===== src/rtl/melody_stepper.sv =====
module melody_stepper #(
  parameter int ADDR_W  = 9,
  parameter int TUNE_W  = 4,
  parameter int PITCH_W = 5,
  parameter int TEMPO_W = 5,
  parameter int PRE_DIV = 128,
  parameter int QUARTER = 1536
) (
  input  logic                 clk,
  input  logic                 rst_n,
  input  logic                 play,
  input  logic [TUNE_W-1:0]    tune_sel,
  input  logic [TEMPO_W-1:0]   tempo_code,
  input  logic                 div_sel,
  output logic [ADDR_W-1:0]    mem_addr,
  input  logic [PITCH_W+3:0]   mem_rdata,
  output logic [PITCH_W-1:0]   pitch,
  output logic                 note_on,
  output logic                 rest_on,
  output logic                 strike
);
  localparam int PW   = $clog2(PRE_DIV * 4);
  localparam int RW   = $clog2(QUARTER * 4 + 1);
  localparam int UNIT = QUARTER / 4;

  typedef enum logic [2:0] {S_IDLE, S_HDR, S_HDRW, S_FETCH, S_LOAD, S_PLAY} state_t;
  state_t state;

  logic [TUNE_W-1:0]  tune_q;
  logic [TEMPO_W-1:0] tempo_q;
  logic               div_q;
  logic [ADDR_W-1:0]  start_q, ptr;
  logic [PITCH_W-1:0] pitch_q;
  logic               valid, tie_q, strike_q;
  logic [PW-1:0]      pre_cnt;
  logic [TEMPO_W-1:0] tmp_cnt;
  logic [RW-1:0]      rhy_cnt, rhy_last;

  function automatic logic [RW-1:0] units(input logic [2:0] code);
    case (code)
      3'd0: units = RW'(UNIT);
      3'd1: units = RW'(UNIT * 2);
      3'd2: units = RW'(UNIT * 3);
      3'd3: units = RW'(UNIT * 4);
      3'd4: units = RW'(UNIT * 6);
      3'd5: units = RW'(UNIT * 8);
      3'd6: units = RW'(UNIT * 12);
      default: units = RW'(UNIT * 16);
    endcase
  endfunction

  wire [PITCH_W-1:0] w_pitch = mem_rdata[PITCH_W+3:4];
  wire               w_tie   = mem_rdata[3];
  wire [2:0]         w_len   = mem_rdata[2:0];
  wire               w_end   = &w_pitch;

  wire [PW-1:0] pre_top   = div_q ? PW'(PRE_DIV * 4 - 1) : PW'(PRE_DIV * 2 - 1);
  wire          pre_tick  = pre_cnt == pre_top;
  wire          tmp_tick  = pre_tick && (tmp_cnt == tempo_q);
  wire          step_done = tmp_tick && (rhy_cnt == rhy_last);

  assign mem_addr = (state == S_HDR) ? ADDR_W'(tune_q) : ptr;
  assign pitch    = pitch_q;
  assign note_on  = valid && (pitch_q != '0);
  assign rest_on  = valid && (pitch_q == '0);
  assign strike   = strike_q;

  always_ff @(posedge clk or negedge rst_n) begin
    if (!rst_n) begin
      state    <= S_IDLE;
      tune_q   <= '0;
      tempo_q  <= '0;
      div_q    <= 1'b0;
      start_q  <= '0;
      ptr      <= '0;
      pitch_q  <= '0;
      valid    <= 1'b0;
      tie_q    <= 1'b0;
      strike_q <= 1'b0;
      pre_cnt  <= '0;
      tmp_cnt  <= '0;
      rhy_cnt  <= '0;
      rhy_last <= '0;
    end else if (!play) begin
      state    <= S_IDLE;
      ptr      <= '0;
      pitch_q  <= '0;
      valid    <= 1'b0;
      tie_q    <= 1'b0;
      strike_q <= 1'b0;
      pre_cnt  <= '0;
      tmp_cnt  <= '0;
      rhy_cnt  <= '0;
    end else begin
      strike_q <= 1'b0;
      case (state)
        S_IDLE: begin
          tune_q  <= tune_sel;
          tempo_q <= tempo_code;
          div_q   <= div_sel;
          state   <= S_HDR;
        end
        S_HDR:  state <= S_HDRW;
        S_HDRW: begin
          start_q <= mem_rdata[ADDR_W-1:0];
          ptr     <= mem_rdata[ADDR_W-1:0];
          state   <= S_FETCH;
        end
        S_FETCH: state <= S_LOAD;
        S_LOAD: begin
          if (w_end) begin
            ptr   <= start_q;
            state <= S_FETCH;
          end else begin
            pitch_q  <= w_pitch;
            valid    <= 1'b1;
            strike_q <= (w_pitch != '0) && !(tie_q && valid && (pitch_q != '0));
            tie_q    <= w_tie;
            rhy_last <= units(w_len) - RW'(1);
            pre_cnt  <= '0;
            tmp_cnt  <= '0;
            rhy_cnt  <= '0;
            state    <= S_PLAY;
          end
        end
        S_PLAY: begin
          pre_cnt <= pre_tick ? '0 : pre_cnt + PW'(1);
          if (pre_tick) tmp_cnt <= tmp_tick ? '0 : tmp_cnt + TEMPO_W'(1);
          if (tmp_tick) rhy_cnt <= rhy_cnt + RW'(1);
          if (step_done) begin
            ptr   <= ptr + ADDR_W'(1);
            state <= S_FETCH;
          end
        end
        default: state <= S_IDLE;
      endcase
    end
  end
endmodule



===== config.mk =====
export PLATFORM = sky130hd
export DESIGN_NAME = melody_stepper
export DESIGN_NICKNAME = d
export VERILOG_FILES = /design/src/rtl/melody_stepper.sv
export SDC_FILE = /design/constraint.sdc
export NUM_CORES = 1
export LEC_CHECK = 0
export ABC_CLOCK_PERIOD_IN_PS = 2500
export BUFFER_PORTS_ARGS = -buffer_cell sky130_fd_sc_hd__buf_4
export CORE_MARGIN = 2
export CORE_UTILIZATION = 50
export CTS_BUF_LIST = sky130_fd_sc_hd__clkbuf_16
export DETAILED_ROUTE_END_ITERATION = 7
export PLACE_DENSITY_LB_ADDON = 0.12
export SYNTH_ARGS = -nofsm -noshare
export SYNTH_HDL_FRONTEND = slang
export SYNTH_SLANG_ARGS = --single-unit

===== constraint.sdc =====
create_clock -name clk -period 2.5 [get_ports clk]
set_clock_uncertainty 0.2 [all_clocks]
set_input_delay 0.5 -clock clk [delete_from_list [all_inputs] [get_ports clk]]
set_output_delay 0.5 -clock clk [all_outputs]
set_load 0.02 [all_outputs]

==> impl_metrics.csv <==
group,metric,value,unit
setup_path,path_class,"reg -> reg",
final_layout,fin_nets,495,
power,power_density,710.0,nW/um2
timing,finalSetupViolations,0,
route,wl,9292,um
logic_synthesis,syn_area,4003,um2
logic_synthesis,synth-adder-area-share,1.813,%
route,drc,0,
global_routing,grt_pass1_vias,3255,
logic_synthesis,synth_top_family_by_area,"simple AND/OR/NAND/NOR gates",
clock_network,clock-root-buffer,"clkbuf_16",
hold_path,min_path_type,"in -> reg",
setup_path,crit_required,2.51,ns
placed_design,globalplace.congestion,0.8772,
final_layout,final_cell_mix,"dfrtp_1, buf_4, o21ai_0, nand2_1, nor2_1",
power,vdd_drop_max,0.0004884,V
setup_path,crit_path_end_kind,"flop",
clock_network,htreeDepth,3,
timing,finalCritPeriodShare,95.12,%
logic_synthesis,yosysSeqAreaShare,45.64,%
logic_synthesis,synth_nets,438,
logic_synthesis,synth_top_area_share,45.64,%
clock_network,clkLatencyLatePin,0.33,ns
setup_path,crit_fanout,12,
floorplanning,die_w,93.47,um
timing,tightestPinTransition,0.5583,ns
logic_synthesis,yosysTopAreaCell,"dfrtp_1",
clock_network,cts_made_buffers,9,
logic_synthesis,avgSynthCellArea,9.739,um2
logic_synthesis,ys_seq_elements,73,
floorplanning,num_rows,32,
global_routing,grtUsageTotal,22.80,%
logic_synthesis,synth_compound_area_share,17.51,%
final_layout,multi_input_area,2052,um2
route,avgRoutedWirePerCell,16.16,um
global_routing,grt_pass1_wl,15640,um
timing,clock.fmax,420.5,MHz
clock_network,clock-sinks,73,
logic_synthesis,ys.flop_type,"dfrtp_1",
route,drtPass1Iterations,4,
timing,period_minus_slack,2.378,ns
logic_synthesis,synth_edf_count,0,
logic_synthesis,synthSimpleGateAreaFrac,20.07,%
placed_design,place_hpwl,6806,um
logic_synthesis,synth_warnings,0,
timing,hold_violations,0,
route,routed_via_density,5.786,
clock_network,clk_pin_slew,0.06,ns
power,power.leakage,2.146,nW
logic_synthesis,synthMuxAreaShare,7.596,%
power,power,3.433,mW
floorplanning,die_h,93.47,um
final_layout,diodes,0,
global_routing,antenna_found_initial,0,
final_layout,regArea,1828,um2
floorplanning,core,7727,um2
final_layout,nFillCells,650,
run_status,outcome,"completed",
run,max_cap_violations,0,
final_layout,drive_gt1_share,22.62,%
timing,report.final.slew_viol_count,0,
route,ant_nets,0,
final_layout,synthToLayoutAreaGrowth,20.79,%
placed_design,portBuffers,38,
logic_synthesis,netlist_instances,411,
logic_synthesis,synth-xor-area-share,4.158,%
setup_path,crit_arrival,2.39,ns
floorplanning,start_util,51.80,%
timing,rsz0062_at_grt,"no",
route,routed-via-count,3327,
timing,relSlewSlack,62.61,%
logic_synthesis,synthArstFlopShare,100.0,%
logic_synthesis,synthTopCellsByArea,"dfrtp_1, mux2_2, o21ai_0",
clock_network,tritoncts,"built",
route,drt_iter0_markers,160,
global_routing,overflow,0,
floorplanning,pin_count,39,
floorplanning,die_area,8737,um2
clock_network,cts_buffer_depth,2,
final_layout,layout_commonest_cell,"dfrtp_1",
setup_path,critPathLaunchType,"flop",
global_routing,grt_max_degree,31,
logic_synthesis,ys_types,54,
timing,fin_tns_setup,0,ns
-- critical path: stages (launching register included) --
cell and delay [ns]:
dfrtp_1 0.38, ha_1 0.30, nand4_4 0.16, o31ai_4 0.31, nand2b_2 0.20, or4_1 0.57
mux2i_1 0.13
-- metrics by stage --
stage          hold slack, ns  utilization [%]  setup WS [ns]  instance area (um2)  cells
6_report               0.1997            62.56         0.1220                 4835    575
2_1_floorplan        0.004409                -         0.2332                 4003    411
5_1_grt                0.1982            62.56       0.005884                 4835    575
4_1_cts                0.1919            62.50        0.08360                 4830    575
3_5_place_dp           0.2633            58.65         0.1460                 4532    558
3_3_place_gp           0.2594            58.65         0.2071                 4532    558
-- where the power goes --
group / total [mW] / internal [mW] / switching, mW
registers: 1.51 / 1.38 / 0.133
logic: 0.686 / 0.343 / 0.344
clock network: 1.24 / 0.761 / 0.474
-- Yosys cell counts, drive strengths merged (3+ instances only) --
cell and count:
buf 9, nor4 4, inv 12, mux2i 9, clkbuf 9, nor3b 3, or3 7, a211oi 3
ha 5, a22o 7, o2bb2ai 7, a31oi 8, nand4 6, or4 9, a21o 3, mux2 19
o21ai 37, nand2 34, nand2b 8, xnor2 11, nand3 17, xor2 8, dfrtp 73, nor2 32
o31ai 12, nor3 10, a21oi 18, nor2b 5
-- path summary, 6_finish.rpt --
path | end | startpoint | slack [ns] | cells past startpoint
hold reg to reg | strike | tie_q | 0.27 | 1
hold / removal | tempo_q[2] | tempo_code[2] | 0.20 | 2
setup / recovery | rhy_cnt[11] | pre_cnt[0] | 0.12 | 6
setup reg to reg | rhy_cnt[11] | pre_cnt[0] | 0.12 | 6
min in group asynchronous | rhy_cnt[2] | rst_n | 0.44 | 2
max in group asynchronous | tmp_cnt[1] | rst_n | 1.08 | 3
-- state kept, by name, indices dropped and copies added (netlist names) --
signal	count
div_q	1
pitch	5
pre_cnt	9
ptr	9
rhy_cnt	13
rhy_last	7
start_q	9
state	3
strike	1
tempo_q	5
tie_q	1
tmp_cnt	5
tune_q	4
valid	1
-- cell families (layout without fill, tap and decap cells) --
kind of cell / after synthesis / in the layout
adder cells (fa/ha/maj): 6 / 6
multiplexers: 28 / 28
XOR/XNOR: 19 / 19
flip-flops: 73 / 73
AND/OR/NAND/NOR: 149 / 149
AO/OA/AOI/OAI: 106 / 106
buffers and inverters: 30 / 92
-- layer usage --
| metal | GRT usage [%] | up-vias | wire length (um) | share of wire (%) |
|---|---|---|---|---|
| met3 | 4.432 | 16 | 376 | 4.0 |
| met2 | 36.81 | 77 | 4544 | 49 |
| met1 | 30.26 | 1613 | 4160 | 45 |
| li1 | - | 1621 | - | - |
| met4 | 8.946 | 0 | 210 | 2.3 |
| met5 | 0 | - | 0 | 0 |
-- what timing repair did --
item / 4_1_cts / 5_1_grt
resized for setup: 1 / 1
setup buffers: 0 / 0
hold buffers: 1 / 0
hold endpoints to repair: 28 / 0
pin swaps: 0 / 0
setup endpoints to repair: 1 / 6
-- final cells by class --
class / count / area share, %
multi-input cells: 308 / 42.44
well taps: 102 / 2.640
inverters: 12 / 0.9317
flip-flops and latches: 73 / 37.81
clock buffers: 9 / 4.658
repair buffers: 64 / 10.25
clock inverters: 7 / 1.268
No activity file was read; power rests on OpenSTA's default activity.
